===== config.mk =====
export PLATFORM = sky130hd
export DESIGN_NAME = irq_sequencer
export DESIGN_NICKNAME = d
export VERILOG_FILES = /design/src/rtl/irq_sequencer.sv
export SDC_FILE = /design/constraint.sdc
export NUM_CORES = 1
export LEC_CHECK = 0
export BUFFER_PORTS_ARGS = -buffer_cell sky130_fd_sc_hd__buf_2
export CAP_MARGIN = 5
export CORE_MARGIN = 2
export CORE_UTILIZATION = 46
export DETAILED_ROUTE_END_ITERATION = 16
export PLACE_DENSITY = 0.73
export SLEW_MARGIN = 25
export SYNTH_ARGS = -nofsm -noshare
export SYNTH_HDL_FRONTEND = slang
export SYNTH_SLANG_ARGS = --single-unit

===== constraint.sdc =====
create_clock -name clk -period 1.73 [get_ports clk]
set_clock_uncertainty 0.05 [all_clocks]
set_input_delay 0.346 -clock clk [delete_from_list [all_inputs] [get_ports clk]]
set_output_delay 0.346 -clock clk [all_outputs]
set_load 0.05 [all_outputs]

===== src/rtl/irq_sequencer.sv =====
module irq_sequencer #(
  parameter int SETTLE_CYC = 2,
  parameter int TABLE_CYC  = 7,
  parameter logic [15:0] NMI_ADDR  = 16'h0066,
  parameter logic [15:0] MODE1_ADDR = 16'h0038
) (
  input  logic        clk,
  input  logic        rst_n,
  input  logic        boundary,
  input  logic        reset_req,
  input  logic        nmi_req,
  input  logic        int_req,
  input  logic [7:0]  ack_data,
  input  logic        op_di,
  input  logic        op_ei,
  input  logic        op_retn,
  input  logic        op_im,
  input  logic [2:0]  im_sel,
  input  logic        op_halt,
  input  logic        vec_load,
  input  logic [7:0]  vec_data,
  output logic        iff1,
  output logic        iff2,
  output logic [1:0]  int_mode,
  output logic [7:0]  vec_reg,
  output logic        halted,
  output logic        busy,
  output logic        fetch_go,
  output logic        ack_cycle,
  output logic        resp_valid,
  output logic [1:0]  resp_kind,
  output logic        resp_exec,
  output logic [15:0] resp_addr
);
  localparam int MAXC = (SETTLE_CYC > TABLE_CYC) ? SETTLE_CYC : TABLE_CYC;
  localparam int CW = (MAXC > 1) ? $clog2(MAXC) : 1;

  typedef enum logic [1:0] {S_IDLE, S_SETTLE, S_ACK, S_TABLE} st_t;
  st_t st;
  logic [CW-1:0] cnt;
  logic          nmi_q, nmi_pend;
  logic [7:0]    ack_q;

  wire idle      = (st == S_IDLE);
  wire nmi_edge  = nmi_req & ~nmi_q;
  wire nmi_hit   = nmi_pend | nmi_edge;
  wire take_rst  = idle & boundary & reset_req;
  wire take_nmi  = idle & boundary & ~reset_req & nmi_hit;
  wire take_int  = idle & boundary & ~reset_req & ~nmi_hit & int_req & iff1;
  wire strobe_ok = idle & ~boundary;
  wire [1:0] im_dec = im_sel[1] ? (im_sel[0] ? 2'd2 : 2'd1) : 2'd0;

  assign busy      = ~idle;
  assign ack_cycle = (st == S_ACK);

  always_ff @(posedge clk) begin
    if (!rst_n) begin
      st <= S_IDLE;
      cnt <= '0;
      nmi_q <= 1'b0;
      nmi_pend <= 1'b0;
      ack_q <= '0;
      iff1 <= 1'b0;
      iff2 <= 1'b0;
      int_mode <= 2'd0;
      vec_reg <= '0;
      halted <= 1'b0;
      fetch_go <= 1'b0;
      resp_valid <= 1'b0;
      resp_kind <= 2'd0;
      resp_exec <= 1'b0;
      resp_addr <= '0;
    end else begin
      nmi_q <= nmi_req;
      nmi_pend <= (nmi_pend | nmi_edge) & ~take_nmi & ~take_rst;
      fetch_go <= idle & boundary & ~take_rst & ~take_nmi & ~take_int;
      resp_valid <= 1'b0;
      resp_exec <= 1'b0;
      unique case (st)
        S_IDLE: begin
          if (take_rst) begin
            iff1 <= 1'b0;
            iff2 <= 1'b0;
            int_mode <= 2'd0;
            vec_reg <= '0;
            halted <= 1'b0;
            resp_valid <= 1'b1;
            resp_kind <= 2'd0;
            resp_addr <= 16'h0000;
          end else if (take_nmi) begin
            iff2 <= iff1;
            iff1 <= 1'b0;
            halted <= 1'b0;
            resp_valid <= 1'b1;
            resp_kind <= 2'd1;
            resp_addr <= NMI_ADDR;
          end else if (take_int) begin
            iff1 <= 1'b0;
            iff2 <= 1'b0;
            halted <= 1'b0;
            st <= S_SETTLE;
            cnt <= CW'(SETTLE_CYC - 1);
          end else if (strobe_ok) begin
            if (op_di) begin
              iff1 <= 1'b0;
              iff2 <= 1'b0;
            end
            if (op_ei) begin
              iff1 <= 1'b1;
              iff2 <= 1'b1;
            end
            if (op_retn) iff1 <= iff2;
            if (op_im) int_mode <= im_dec;
            if (op_halt) halted <= 1'b1;
            if (vec_load) vec_reg <= vec_data;
          end
        end
        S_SETTLE: begin
          if (cnt == '0) st <= S_ACK;
          else cnt <= cnt - 1'b1;
        end
        S_ACK: begin
          if (int_mode == 2'd2) begin
            ack_q <= ack_data;
            st <= S_TABLE;
            cnt <= CW'(TABLE_CYC - 1);
          end else begin
            resp_valid <= 1'b1;
            resp_kind <= 2'd2;
            resp_exec <= (int_mode == 2'd0);
            resp_addr <= (int_mode == 2'd1) ? MODE1_ADDR : {8'h00, ack_data};
            st <= S_IDLE;
          end
        end
        S_TABLE: begin
          if (cnt == '0) begin
            resp_valid <= 1'b1;
            resp_kind <= 2'd2;
            resp_addr <= {vec_reg, ack_q};
            st <= S_IDLE;
          end else begin
            cnt <= cnt - 1'b1;
          end
        end
        default: st <= S_IDLE;
      endcase
    end
  end

  AST_ONE_EVENT: assert property (@(posedge clk) disable iff (!rst_n)
    $onehot0({resp_valid, fetch_go, ack_cycle}));
  AST_NMI_DROPS_IFF1: assert property (@(posedge clk) disable iff (!rst_n)
    (resp_valid && resp_kind == 2'd1) |-> !iff1);
  AST_ACK_MASKED: assert property (@(posedge clk) disable iff (!rst_n)
    ack_cycle |-> (!iff1 && !iff2));
  AST_DI_CLEARS: assert property (@(posedge clk) disable iff (!rst_n)
    (strobe_ok && op_di && !op_ei) |=> (!iff1 && !iff2));
  AST_EI_SETS: assert property (@(posedge clk) disable iff (!rst_n)
    (strobe_ok && op_ei) |=> (iff1 && iff2));
  AST_RETN_RESTORE: assert property (@(posedge clk) disable iff (!rst_n)
    (strobe_ok && op_retn && !op_di && !op_ei) |=> (iff1 == $past(iff2)));
  AST_RESP_AWAKE: assert property (@(posedge clk) disable iff (!rst_n)
    resp_valid |-> !halted);
  AST_BUSY_FROZEN: assert property (@(posedge clk) disable iff (!rst_n)
    busy |=> ($stable(int_mode) && $stable(vec_reg)));
endmodule


* After elaboration in Yosys (flattened, before gate mapping)
Cells that the tools add are included.
Storage, ports and cells: register bits 49, word-level logic and storage cells 135
Cells by class: add/subtract/negate cells 1, equality and inequality tests 16, multiplexer cells 56, bitwise gates (word level) 25, reduce and logical (&&, ||, !) cells 22
Operators by type and width (count):
- 16-bit 2-to-1 mux | 4
- 8-bit 2-to-1 mux | 6
- 16-bit one-hot mux with 3 select lines | 1
- 2-bit 2-to-1 mux | 16
- 1-bit 2-to-1 mux | 20
- 5-bit AND reduction | 4
- 2-bit inequality test (second input constant) | 8
- 3-bit 2-to-1 mux | 5
- 1-bit AND | 14
- 1-bit NOT | 10
- 3-bit one-hot mux with 3 select lines | 1
- 3-bit AND reduction | 3
- 2-bit one-hot mux with 4 select lines | 1
- 4-bit nonzero test | 2
- 2-bit equality test (second input constant) | 3
- 2-bit one-hot mux with 3 select lines | 1
- 2-bit nonzero test | 3
- 6-bit nonzero test | 1
- 5-bit nonzero test | 1
- 2-bit by 1-bit equality test with 1-bit output (second input constant) | 2
- 2-bit zero test | 2
- 2-bit by 1-bit inequality test with 1-bit output (second input constant) | 2
- 4-bit AND reduction | 1
- 3-bit zero test | 1
- other kinds (8) | 8

* Longest topological paths before layout
word-level depth 11, depth in mapped cells 9

* Worst setup path before layout
OpenSTA, ideal clock, no wires.
path type register to register, from register int_mode[1], to register resp_valid, library setup time 0.116 ns, arrival 1.709 ns, slack -0.146 ns, cell stages (with the launch flop) 7, path buffers 2, path through dfxtp_1 > nand2b_1 > a31o_4 > or2_1 > buf_6 > buf_12 > o211a_1
On the way: longest elaborated chain between the ends 3
Ends and longest elaborated chain:
- from (decl) | RTL line 24 | output logic [1:0] int_mode,
- from (signal assigned) | RTL line 113 | if (op_im) int_mode <= im_dec;
- 2-bit equality test | RTL line 123 | if (int_mode == 2'd2) begin
- 1-bit 2-to-1 mux | RTL line 123
- 1-bit one-hot mux with 3 select lines | RTL line 79 | unique case (st)
- to (signal assigned) | RTL line 77 | resp_valid <= 1'b0;
- to (signal assigned) | RTL line 87 | resp_valid <= 1'b1;
- to (signal assigned) | RTL line 128 | resp_valid <= 1'b1;
- to (decl) | RTL line 30 | output logic resp_valid,
No other way between the ends. A chain may end at the register's enable or synchronous reset.

* Worst setup path in the final report
from register cnt[1], to register resp_addr[4]
On the way: longest elaborated chain between the ends 3
Ends and longest elaborated chain:
- from (decl) | RTL line 40 | logic [CW-1:0] cnt;
- from (signal assigned) | RTL line 102 | cnt <= CW'(SETTLE_CYC - 1);
- from (signal assigned) | RTL line 120 | else cnt <= cnt - 1'b1;
- from (signal assigned) | RTL line 126 | cnt <= CW'(TABLE_CYC - 1);
- 3-bit zero test | RTL line 136 | if (cnt == '0) begin
- 2-bit inequality test (no source line)
- 4-bit AND reduction (no source line)
- to (signal assigned) | RTL line 131 | resp_addr <= (int_mode == 2'd1) ? MODE1_ADDR : {8'h00, ack_data};
- to (signal assigned) | RTL line 139 | resp_addr <= {vec_reg, ack_q};
- to (decl) | RTL line 33 | output logic [15:0] resp_addr
No other way between the ends.

==> impl_metrics.json <==
{
  "status": "complete, no violations",
  "drive_gt1_share_pct": 37.1,
  "rsz0062_at_grt": "no",
  "yosysWarnings": 0,
  "gp_congestion": 0.829,
  "top_layer_used": "met4",
  "dieArea_sq_um": 5500,
  "cts_max_level": 2,
  "p_int_uw": 1710,
  "power_density_nw_per_um2": 808,
  "ys.flop_type": "dfxtp_1",
  "hp-class": "primary input to flop",
  "num_antenna_cells": 0,
  "fin_ws_ps": 74.7,
  "grt_antenna_before_repair": 0,
  "cts_num_sinks": 49,
  "die_y_um": 74.2,
  "crit_family": "simple AND/OR/NAND/NOR gates",
  "place_hpwl_um": 4000,
  "grt_pass1_vias": 1938,
  "path_cells": "inv_2 > ha_4 > and4b_1 > a31o_4 > or2_4 > buf_6 > mux2i_1",
  "combPwrFrac_pct": 14.0,
  "largest_reg_flops": 16,
  "drv_cap": 0,
  "setup-violations-final": 0,
  "cellLeakagePower_uw": 0.00127,
  "path_buf_inv": 2,
  "seq_area_frac_synth_pct": 43.3,
  "cts_buffers": 5,
  "routed_wl_um": 5510,
  "fmax_mhz": 604,
  "postSynthNetCount": 296,
  "final_common_cell": "buf_2",
  "firstDrtPassIters": 4,
  "die_width_um": 74.2,
  "clk_latency_ps": 310,
  "root_buffer": "clkbuf_8",
  "crit_fanout": 5,
  "arrival_ps": 1790,
  "synth_area_sq_um": 2270,
  "place_ws_ps": 17.4,
  "viasPerCell": 5.39,
  "drtIter0Drc": 136,
  "switchingPower_uw": 629,
  "synth-edff-count": 0,
  "setup.worst_path.end_class": "flop",
  "critPathMaxStageDelay_ps": 350,
  "reg2reg_slack_ps": 70,
  "initial_core_util_pct": 48.0,
  "irDropWorstVdd_uv": 649,
  "num_io_pins": 67,
  "slew_headroom_pct": 69.2,
  "crit_type": "flop to flop",
  "clkPwrFrac_pct": 35.6,
  "core_area_sq_um": 4720,
  "grt_max_degree": 24,
  "met2_length_um": 2530,
  "port_buffers": 65,
  "total_power_uw": 2340,
  "slowest_stage": "dfxtp_2",
  "worstMarginPinSlew_ps": 451,
  "pwr-share-seq_pct": 50.4,
  "swShare_pct": 26.9,
  "overflow": 0,
  "final_cell_mix": "buf_2 (63), dfxtp_1 (43), nand2_1 (39), buf_4 (24), nor2_1 (17)",
  "dp.cells": 398,
  "routedWlPerCell_um": 13.5,
  "clk_pin_slew_worst_paths_ps": 100,
  "areaGrowthSynthToFinish_pct": 27.6,
  "crit_required_ps": 1870,
  "syn_inst": 263,
  "slew_violations": 0,
  "fill_cells": 417,
  "grt_pass1_wl_um": 8810,
  "track_usage_pct": 20.9,
  "met3_length_um": 342,
  "drtAntennaViolNets": 0,
  "ys_types": 52,
  "fin_nets": 372,
  "drc": 0,
  "ys_ff_latch": 49,
  "fin_tns_setup_ps": 0,
  "finalHoldViolations": 0,
  "final_util_pct": 61.2,
  "syn_avg_cell_area_sq_um": 8.62,
  "fin_crit_sh_pct": 95.7,
  "fin_crit_ps": 1660,
  "num_vias": 2195,
  "cts_tree": "built",
  "rows": 25,
  "instances_no_fill": 407,
  "synthArstFlopShare_pct": 0,
  "cts.path.max_buffers": 2,
  "met1Wirelength_um": 2600,
  "start_kind": "flop"
}
power groups by stage:
| stage | combinational (uW) | sequential (uW) | clock [uW] |
|---|---|---|---|
| 2_1_floorplan | 131 | 1290 | 0 |
| 3_3_place_gp | 320 | 1200 | 0 |
| 5_1_grt | 355 | 1180 | 894 |
| 3_5_place_dp | 324 | 1200 | 0 |
| 6_report | 328 | 1180 | 833 |
| 4_1_cts | 325 | 1180 | 848 |
metrics by stage:
stage / hold slack, ps / cell area (sq um)
final: 199 / 2890
after global routing: 198 / 2890
after CTS: 196 / 2870
after detailed placement: 398 / 2750
after global placement: 392 / 2750
after floorplan: 386 / 2290
path summary, 6_finish.rpt:
kind | to | startpoint | cells past startpoint
setup / recovery | resp_addr[4] | cnt[1] | 7
hold / removal | nmi_q | nmi_req | 2
setup reg to reg | resp_addr[4] | cnt[1] | 7
hold reg to reg | ack_q[6] | ack_q[6] | 2
area by class of cell:
| type | count | area, sq um | area share, % |
|---|---|---|---|
| Inverter | 10 | 37.5 | 1.30 |
| Tap cell | 67 | 83.8 | 2.90 |
| Timing Repair Buffer | 89 | 518 | 17.9 |
| Clock inverter | 3 | 46.3 | 1.60 |
| Clock buffer | 5 | 68.8 | 2.38 |
| Sequential cell | 49 | 988 | 34.2 |
| Multi-Input combinational cell | 184 | 1150 | 39.7 |
synthesized netlist by cell type, drive strengths merged, types with 5 or more instances:
| cell type | number | area (sq um) |
|---|---|---|
| dfxtp | 49 | 981 |
| nand2 | 39 | 146 |
| nor2 | 17 | 63.8 |
| o21ai | 17 | 119 |
| a21oi | 15 | 75.1 |
| clkbuf | 13 | 48.8 |
| nand4 | 11 | 68.8 |
| nor3 | 11 | 60.1 |
| inv | 10 | 37.5 |
| a22oi | 8 | 60.1 |
| buf | 7 | 68.8 |
| a211oi | 6 | 45.0 |
| nor2b | 6 | 37.5 |
| and2 | 5 | 31.3 |
| o31ai | 5 | 37.5 |
metal layers:
layer | GRT usage, % | up-vias
met2 | 33.5 | 73
met3 | 5.69 | 6
met4 | 6.26 | 0
li1 | - | 1097
met1 | 27.6 | 1019
met5 | 0 | -
timing repair:
action / in CTS / in global routing
setup buffers: 0 / 1
pin swaps: 0 / 0
endpoints found under the setup margin: 2 / 15
resized for setup: 2 / 6
hold buffers: 0 / 0
kinds of logic (layout without fill, tap and decap cells):
group / count (synthesis) / in the layout / synth area share [%]
multiplexers: 3 / 3 / 1.33
adder cells (fa/ha/maj): 2 / 2 / 1.10
flip-flops: 49 / 49 / 43.3
buffers and inverters: 30 / 107 / 6.85
AND/OR/NAND/NOR: 109 / 109 / 24.4
AO/OA/AOI/OAI: 68 / 68 / 22.3
XOR/XNOR: 2 / 2 / 0.773
(Power assumes the default switching activity.)
